[src/rtl/retstk_pkg.sv]
package retstk_pkg;
  typedef enum logic [2:0] {
    OP_NONE   = 3'd0,
    OP_CALL   = 3'd1,
    OP_RET    = 3'd2,
    OP_RETLW  = 3'd3,
    OP_RETFIE = 3'd4,
    OP_IRQ    = 3'd5
  } op_e;

  function automatic logic is_return(op_e op);
    return (op == OP_RET) || (op == OP_RETLW) || (op == OP_RETFIE);
  endfunction
endpackage

[src/rtl/retstk_decode.sv]
module retstk_decode
  import retstk_pkg::*;
(
  input  logic call_i,
  input  logic ret_i,
  input  logic retlw_i,
  input  logic retfie_i,
  input  logic irq_i,
  input  logic squash_i,
  output op_e  op_o
);
  // Fixed priority; nothing is accepted during a squash cycle.
  always_comb begin
    op_o = OP_NONE;
    if (!squash_i) begin
      if (irq_i)         op_o = OP_IRQ;
      else if (call_i)   op_o = OP_CALL;
      else if (retfie_i) op_o = OP_RETFIE;
      else if (retlw_i)  op_o = OP_RETLW;
      else if (ret_i)    op_o = OP_RET;
    end
  end
endmodule

[src/rtl/retstk_lifo.sv]
module retstk_lifo #(
  parameter int AW    = 13,
  parameter int DEPTH = 8
) (
  input  logic          clk,
  input  logic          rst_n,
  input  logic          push_i,
  input  logic          pop_i,
  input  logic [AW-1:0] wdata_i,
  output logic [AW-1:0] tos_o
);
  localparam int PW = $clog2(DEPTH);

  logic [AW-1:0] slot_q [DEPTH];
  logic [PW-1:0] ptr_q, ptr_d;
  logic [PW-1:0] top_idx;

  assign top_idx = ptr_q - PW'(1);
  assign tos_o   = slot_q[top_idx];

  always_comb begin
    ptr_d = ptr_q;
    if (push_i)     ptr_d = ptr_q + PW'(1);
    else if (pop_i) ptr_d = ptr_q - PW'(1);
  end

  always_ff @(posedge clk or negedge rst_n) begin
    if (!rst_n) ptr_q <= '0;
    else        ptr_q <= ptr_d;
  end

  // Storage has no reset; only the pointer does.
  generate
    for (genvar g = 0; g < DEPTH; g++) begin : g_slot
      always_ff @(posedge clk) begin
        if (push_i && (ptr_q == PW'(g))) slot_q[g] <= wdata_i;
      end
    end
  endgenerate

  p_push_step_r2: assert property (@(posedge clk) disable iff (!rst_n)
    push_i |=> ptr_q == $past(ptr_q) + PW'(1));
  p_pop_step_r3: assert property (@(posedge clk) disable iff (!rst_n)
    (pop_i && !push_i) |=> ptr_q == $past(ptr_q) - PW'(1));
  p_push_on_top_r8: assert property (@(posedge clk) disable iff (!rst_n)
    push_i |=> tos_o == $past(wdata_i));
endmodule

[src/rtl/retstk_seq.sv]
module retstk_seq
  import retstk_pkg::*;
(
  input  logic clk,
  input  logic rst_n,
  input  op_e  op_i,
  output logic squash_o,
  output logic gie_o
);
  logic squash_d, gie_d, gie_en;

  assign gie_en = (op_i == OP_IRQ) || (op_i == OP_RETFIE);

  always_comb begin
    squash_d = is_return(op_i);
    gie_d    = gie_o;
    if (gie_en) gie_d = (op_i == OP_RETFIE);
  end

  always_ff @(posedge clk or negedge rst_n) begin
    if (!rst_n) begin
      squash_o <= 1'b0;
      gie_o    <= 1'b0;
    end else begin
      squash_o <= squash_d;
      if (gie_en) gie_o <= gie_d;
    end
  end

  p_ret_bubble_r6: assert property (@(posedge clk) disable iff (!rst_n)
    is_return(op_i) |=> squash_o);
  p_single_bubble_r6: assert property (@(posedge clk) disable iff (!rst_n)
    squash_o |=> !squash_o);
  p_gie_set_r5: assert property (@(posedge clk) disable iff (!rst_n)
    (op_i == OP_RETFIE) |=> gie_o);
  p_gie_clr_r7: assert property (@(posedge clk) disable iff (!rst_n)
    (op_i == OP_IRQ) |=> !gie_o);
  p_gie_hold_r6: assert property (@(posedge clk) disable iff (!rst_n)
    squash_o |=> $stable(gie_o));
endmodule

[src/rtl/ret_stack_unit.sv]
module ret_stack_unit
  import retstk_pkg::*;
#(
  parameter int              AW    = 13,
  parameter int              DW    = 8,
  parameter int              TW    = 11,
  parameter int              DEPTH = 8,
  parameter logic [AW-1:0]   VEC   = 13'h004
) (
  input  logic             clk,
  input  logic             rst_n,
  input  logic             call_i,
  input  logic             ret_i,
  input  logic             retlw_i,
  input  logic             retfie_i,
  input  logic             irq_i,
  input  logic [DW-1:0]    lit_i,
  input  logic [AW-1:0]    pc_i,
  input  logic [TW-1:0]    tgt_i,
  input  logic [AW-TW-1:0] page_i,
  output logic [AW-1:0]    pc_next_o,
  output logic             w_we_o,
  output logic [DW-1:0]    w_data_o,
  output logic             gie_o,
  output logic             squash_o
);
  op_e           op;
  logic          push, pop;
  logic [AW-1:0] pc_inc, push_val, tos;

  assign pc_inc = pc_i + AW'(1);

  retstk_decode u_decode (
    .call_i   (call_i),
    .ret_i    (ret_i),
    .retlw_i  (retlw_i),
    .retfie_i (retfie_i),
    .irq_i    (irq_i),
    .squash_i (squash_o),
    .op_o     (op)
  );

  assign push     = (op == OP_CALL) || (op == OP_IRQ);
  assign pop      = is_return(op);
  assign push_val = (op == OP_IRQ) ? pc_i : pc_inc;

  retstk_lifo #(.AW(AW), .DEPTH(DEPTH)) u_lifo (
    .clk     (clk),
    .rst_n   (rst_n),
    .push_i  (push),
    .pop_i   (pop),
    .wdata_i (push_val),
    .tos_o   (tos)
  );

  retstk_seq u_seq (
    .clk      (clk),
    .rst_n    (rst_n),
    .op_i     (op),
    .squash_o (squash_o),
    .gie_o    (gie_o)
  );

  always_comb begin
    pc_next_o = pc_inc;
    w_we_o    = 1'b0;
    w_data_o  = '0;
    case (op)
      OP_IRQ:    pc_next_o = VEC;
      OP_CALL:   pc_next_o = {page_i, tgt_i};
      OP_RET,
      OP_RETFIE: pc_next_o = tos;
      OP_RETLW: begin
        pc_next_o = tos;
        w_we_o    = 1'b1;
        w_data_o  = lit_i;
      end
      default:   pc_next_o = pc_inc;
    endcase
  end

  p_no_write_in_bubble_r6: assert property (@(posedge clk) disable iff (!rst_n)
    squash_o |-> !w_we_o);
  p_write_needs_lit_r11: assert property (@(posedge clk) disable iff (!rst_n)
    w_we_o |-> (retlw_i && !irq_i && !call_i && !retfie_i));
  p_bubble_pc_r6: assert property (@(posedge clk) disable iff (!rst_n)
    squash_o |-> pc_next_o == pc_i + AW'(1));
endmodule

[config.mk]
export PLATFORM = sky130hd
export DESIGN_NAME = ret_stack_unit
export DESIGN_NICKNAME = d
export VERILOG_FILES = /design/src/rtl/retstk_pkg.sv /design/src/rtl/retstk_decode.sv /design/src/rtl/retstk_lifo.sv /design/src/rtl/retstk_seq.sv /design/src/rtl/ret_stack_unit.sv
export SDC_FILE = /design/constraint.sdc
export NUM_CORES = 1
export LEC_CHECK = 0
export ABC_AREA = 0
export CAP_MARGIN = 15
export CORE_MARGIN = 2
export CORE_UTILIZATION = 40
export CTS_CLUSTER_DIAMETER = 40
export DETAILED_ROUTE_END_ITERATION = 10
export DONT_BUFFER_PORTS = 1
export PLACE_DENSITY = 0.62
export SLEW_MARGIN = 20
export SYNTH_ARGS = -nofsm -noshare
export SYNTH_HDL_FRONTEND = slang
export SYNTH_SLANG_ARGS = --single-unit
[constraint.sdc]
create_clock -name clk -period 2.8 [get_ports clk]
set_input_delay 0.42 -clock clk [delete_from_list [all_inputs] [get_ports clk]]
set_output_delay 0.42 -clock clk [all_outputs]
set_load 0.05 [all_outputs]
# Word level (Yosys, flattened, before mapping)
# Memory sizes are Yosys's and may differ from the RTL's.
# Cells that the tools add are included.
# Widths: inputs -> output; s select.
classes:
  addsub: 3
  n_eq_ne: 12
  mux: 49
  reduce_logical: 22
ops:
  columns: ["op", "n"]
  rows:
  - ["$mux 13", 8]
  - ["$reduce_or 13->1", 7]
  - ["$mux 3", 14]
  - ["$pmux 13 s3", 1]
  - ["$mux 1", 24]
  - ["$eq 3x3->1 const B", 6]
  - ["$add 13x1->13 const B", 1]
  - ["$eq 3x2->1 const B", 4]
  - ["$logic_and 1x1->1", 8]
  - ["$mux 8", 1]
  - ["$eq 3x1->1 const B", 2]
  - ["$logic_or 1x1->1", 4]
  - ["$add 3x1->3 const B", 1]
  - ["$logic_not 3->1", 1]
  - ["$reduce_or 3->1", 1]
  - ["$sub 3x1->3 const B", 1]
  - ["$mux 2", 1]
  - ["$reduce_bool 2->1", 1]
word_totals:
  ff_bits: 5
  mem_bits_rw: 104
  inputBits: 41
  out_inout_bits: 24
  word_cells: 90
  memories: 1
mem_list:
  columns: ["memory", "depth", "width", "read_ports", "rd_ports_with_merged_regs", "wr", "line", "source"]
  rows:
  - ["u_lifo.slot_q", 8, 13, 1, 0, 1, "retstk_lifo.sv:14", "logic [AW-1:0] slot_q [DEPTH];"]

# Logic depth before layout (Yosys ltp)
depth:
  ltp_word: 19
  depth_mapped: 10
  ltp_nobuf: 7

# Cells and area by module
# From an unflattened synthesis, not the netlist that was laid out.
unflattened:
  hier_cells: 424
  area_unflattened_um2: 5551.6
modules_own_cells:
  columns: ["mod", "instances", "cells_per_inst", "area_each_um2", "seq_area_each_um2"]
  rows:
  - ["retstk_lifo", 1, 271, 4475.5, 3198.1]
  - ["ret_stack_unit", 1, 139, 947.2, 0.0]
  - ["retstk_seq", 1, 6, 80.1, 50.0]
  - ["retstk_decode", 1, 8, 48.8, 0.0]

# Worst setup path before layout
# No wires, ideal clock.
synth_timing:
  path_kind: "register to output"
  start: "register u_lifo.ptr_q[0]"
  end: "output port pc_next_o[3]"
  arrival_time_ps: 2634
  setup_slack_ps: -254
  path_stages_with_launch: 10
  cell_sequence: "dfrtp_1 buf_6 buf_4 inv_1 ha_1 buf_2 buf_2 mux4_2 mux2i_1 o221ai_1"
synth_between:
  elab_chain_cells: 3
synth_rtl:
  columns: ["item", "line", "source"]
  rows:
  - ["start, declared", "retstk_lifo.sv:15", "logic [PW-1:0] ptr_q, ptr_d;"]
  - ["start signal, assigned", "retstk_lifo.sv:29", "else ptr_q <= ptr_d;"]
  - ["$sub 3x1->3", "retstk_lifo.sv:18", "assign top_idx = ptr_q - PW'(1);"]
  - ["$mem_v2 8x13", null, null]
  - ["$pmux 13 s3", "ret_stack_unit.sv:68", "case (op)"]
  - ["end, declared", "ret_stack_unit.sv:21", "output logic [AW-1:0] pc_next_o,"]
# No other way between the ends.

# Final worst setup path
layout_timing:
  start: "register u_lifo.ptr_q[0]"
  end: "output port pc_next_o[12]"
# Same word-level chain as after synthesis.

==> out/qor.tcl <==
set qor(final.setup_skew_ps) 8.25
set qor(drt-total-wl_um) 11600
set qor(crit_type) {flip-flop to output port}
set qor(worst-slew-pin-transition_ps) 740
set qor(power_density_nw_per_um2) 1010
set qor(yosys_most_used_dff) {sky130_fd_sc_hd__edfxtp_1}
set qor(critPathLaunch) {u_lifo.ptr_q[0]}
set qor(synth_cell_type_count) 39
set qor(coreArea_um2) 12100
set qor(mappedNetlistNets) 358
set qor(fin_setup_tns_ps) 0
set qor(worst-r2r-setup-slack_ps) 660
set qor(routed_wire_length_per_instance_um) 22.6
set qor(synth_fa_ha_area_share_pct) 1.99
set qor(achievable-frequency_ghz) 0.371
set qor(synth.ff_latch_count) 109
set qor(number_of_flops_mapped_to_enable_cells_by_yosys) 104
set qor(nFillCells) 1057
set qor(finish.cell_count_without_fillers) 513
set qor(ys_warn_count) 0
set qor(numCtsBuffers) 9
set qor(hold_slack_ps) 250
set qor(post_synth_mux_area_share_pct) 13.9
set qor(final_hold_viol_count) 0
set qor(cts_tree) {built}
set qor(hold_class) {input port to flip-flop}
set qor(avgSynthCellArea_um2) 16.3
set qor(asyncSetResetFlopFracSynth_pct) 4.59
set qor(drt_drc_violations_left) 0
set qor(worst_setup_path_start_kind) {flip-flop}
set qor(synth_top_family_by_area) {multiplexers}
set qor(clk_transition_reported_paths_ps) 70
set qor(slew_headroom_pct) 50.2
set qor(total_power_w) 0.00601
set qor(r2r-start) {u_seq.squash_o}
set qor(gp_congestion) 0.792
set qor(mostFrequentLayoutCells) {104 x sky130_fd_sc_hd__edfxtp_1, 26 x sky130_fd_sc_hd__nand2_1, 23 x sky130_fd_sc_hd__mux4_2, 22 x sky130_fd_sc_hd__buf_4, 18 x sky130_fd_sc_hd__mux2i_1}
set qor(die_h_um) 116
set qor(top_level_ports) 65
set qor(endpoint) {pc_next_o[12]}
set qor(largest_net_degree_at_the_start_of_global_routing) 30
set qor(holdCritStartpoint) {retfie_i}
set qor(buffer_ports.inserted) 0
set qor(floorplan.initialDensity_pct) 41.5
set qor(synth.yosys.seq_area_share_pct) 64.7
set qor(via_count) 2805
set qor(globalRoute.totalOverflow) 0
set qor(clock-sinks) 109
set qor(cp.arrival_ps) 2280
set qor(irDropWorstVdd_v) 0.000502
set qor(synth_cells) 309
set qor(number_of_antenna_violations_at_the_first_check_in_global_routing) 0
set qor(layout_worst_path_cycle_share_pct) 96.4
set qor(dpl_cells) 493
set qor(synth-compound-area-share_pct) 3.09
set qor(grt_first_pass_wirelength_um) 17400
set qor(leading_cell_type_in_the_layout_fill_and_taps_excluded) {sky130_fd_sc_hd__edfxtp_1}
set qor(first_global_vias) 2937
set qor(area_growth_syn_to_layout_pct) 18.0
set qor(power.static_leakage_nw) 2.03
set qor(buffers_from_clock_root_to_sink_at_most) 2
set qor(drt_pass_1_iters) 5
set qor(slew_viol_final) 0
set qor(setup-violations-final) 0
set qor(root_buffer) {sky130_fd_sc_hd__clkbuf_16}
set qor(die_area_um2) 13500
set qor(ff_latch_area_um2) 3250
set qor(finalWorstPathRequiredPeriod_ps) 2700
set qor(core_rows) 40
set qor(critical_path_peak_fanout) 29
set qor(critPathRequiredTime_ps) 2380
set qor(die_width_um) 116
set qor(drv_cap) 0
set qor(finish.net_count) 389
set qor(timing.rr.end) {u_lifo.slot_q[7][12]}
set qor(vias_per_cell) 5.47
set qor(antenna_cells_inserted) 0
set qor(final_layout_size_suffix_gt1_share_pct) 27.2
set qor(drt_iter0_drc) 161
set qor(post_synth_instance_area_um2) 5020
set qor(critPathCaptureType) {output port}
set qor(cts_h_tree_depth) 3
set qor(dpl.hpwl_um) 7850
set qor(post_synth_and_or_nand_nor_area_fraction_pct) 8.52
set qor(route.antenna.remaining_nets) 0
set qor(run_status) {completed}
set qor(multiInputGateArea_um2) 1720
set qor(clock_latency_on_the_worst_skew_pair_ps) 340
set qor(reg2reg_depth) 4
set qor(xor_xnor_share_of_the_synthesized_area_pct) 4.91
set qor(grt_usage_pct) 18.2
set qor(final_core_utilization_pct) 48.9
[cells by family after synthesis]
| logic type | Yosys count |
|---|---|
| DFF | 109 |
| and+or+nand+nor | 83 |
| muxes | 41 |
| xor gates and xnor gates | 26 |
| buffers and inverters | 22 |
| AOI/OAI and AO/OA | 20 |
| adders and majority gates | 8 |
[what timing repair did]
action	in CTS	in global routing
hold buffers	1	0
pin swaps	0	0
cloned	0	0
hold endpoints to repair	5	0
resized for setup	0	5
buffers inserted	3	0
endpoints found under the setup margin	7	12
[per-layer routing]
layer | global-route usage, % | up-vias | share of wire, %
li1 | - | 1254 | -
met1 | 24.9 | 1430 | 41
met2 | 30.2 | 115 | 51
met3 | 3.87 | 6 | 6.9
met4 | 3.81 | 0 | 0.77
met5 | 0 | - | 0
[through the flow]
step | setup WS [ps] | area (um2)
2_1_floorplan | 18.7 | 5100
3_3_place_gp | 315 | 5610
3_5_place_dp | 240 | 5620
4_1_cts | 39.6 | 5920
5_1_grt | -13.0 | 5930
6_report | 101 | 5930
[cells in the mapped netlist (2+ instances only)]
cell                       instances  area (um2)
sky130_fd_sc_hd__nand2_1          26        97.6
sky130_fd_sc_hd__nor2_1           13        48.8
sky130_fd_sc_hd__a21oi_1           3        15.0
sky130_fd_sc_hd__and2_1           14        87.6
sky130_fd_sc_hd__nand4_1           2        12.5
sky130_fd_sc_hd__inv_1             4        15.0
sky130_fd_sc_hd__xnor2_1          14         123
sky130_fd_sc_hd__ha_1              8         100
sky130_fd_sc_hd__o221ai_1         10        87.6
sky130_fd_sc_hd__buf_6             6        67.6
sky130_fd_sc_hd__or3_1             2        12.5
sky130_fd_sc_hd__mux2i_1          18         180
sky130_fd_sc_hd__nor3_1            4        20.0
sky130_fd_sc_hd__nand3_1           6        30.0
sky130_fd_sc_hd__and3_1            6        37.5
sky130_fd_sc_hd__nand2b_1          2        12.5
sky130_fd_sc_hd__dfrtp_1           5         125
sky130_fd_sc_hd__clkbuf_1          4        15.0
sky130_fd_sc_hd__buf_4             2        15.0
sky130_fd_sc_hd__o211ai_1          2        15.0
sky130_fd_sc_hd__xor2_1           11        96.3
sky130_fd_sc_hd__edfxtp_1        104        3120
sky130_fd_sc_hd__buf_2             5        25.0
sky130_fd_sc_hd__mux4_2           23         518
[worst max-delay path, cell delays in order, from the launching register on]
cell	delay (ps)
sky130_fd_sc_hd__dfrtp_1	410
sky130_fd_sc_hd__inv_4	80
sky130_fd_sc_hd__ha_1	320
sky130_fd_sc_hd__buf_12	210
sky130_fd_sc_hd__mux4_2	330
sky130_fd_sc_hd__mux2i_1	210
sky130_fd_sc_hd__o221ai_2	160
sky130_fd_sc_hd__buf_12	200
[how the worst min path moves through the flow]
stage | cells past startpoint | endpoint
floorplan | 0 | u_lifo.ptr_q[0]
global placement | 0 | u_seq.gie_o
detailed placement | 0 | u_seq.gie_o
CTS | 2 | u_seq.gie_o
global route | 2 | u_seq.gie_o
finish | 2 | u_seq.gie_o
[state kept, by name, summed over array words and instances (netlist names)]
signal,cells
u_lifo.ptr_q,3
u_lifo.slot_q,104
u_seq.gie_o,1
u_seq.squash_o,1
[cell type report]
cell class                 count  share of cell area (%)
clock buffer                  11                    3.93
timing repair buffer          37                    7.58
sequential                   109                    54.8
inverter                       5                   0.443
multi-input combinational    178                    29.1
tap                          168                    3.55
clock inverter                 5                   0.612
[report_power, final]
part / total [W] / internal (W) / leakage, nW / switching (W)
Combinational: 0.00265 / 0.00124 / 0.891 / 0.00141
Sequential: 0.00220 / 0.00211 / 1.01 / 0.0000949
Clock: 0.00115 / 0.000608 / 0.131 / 0.000546
(Power assumes the default switching activity.)
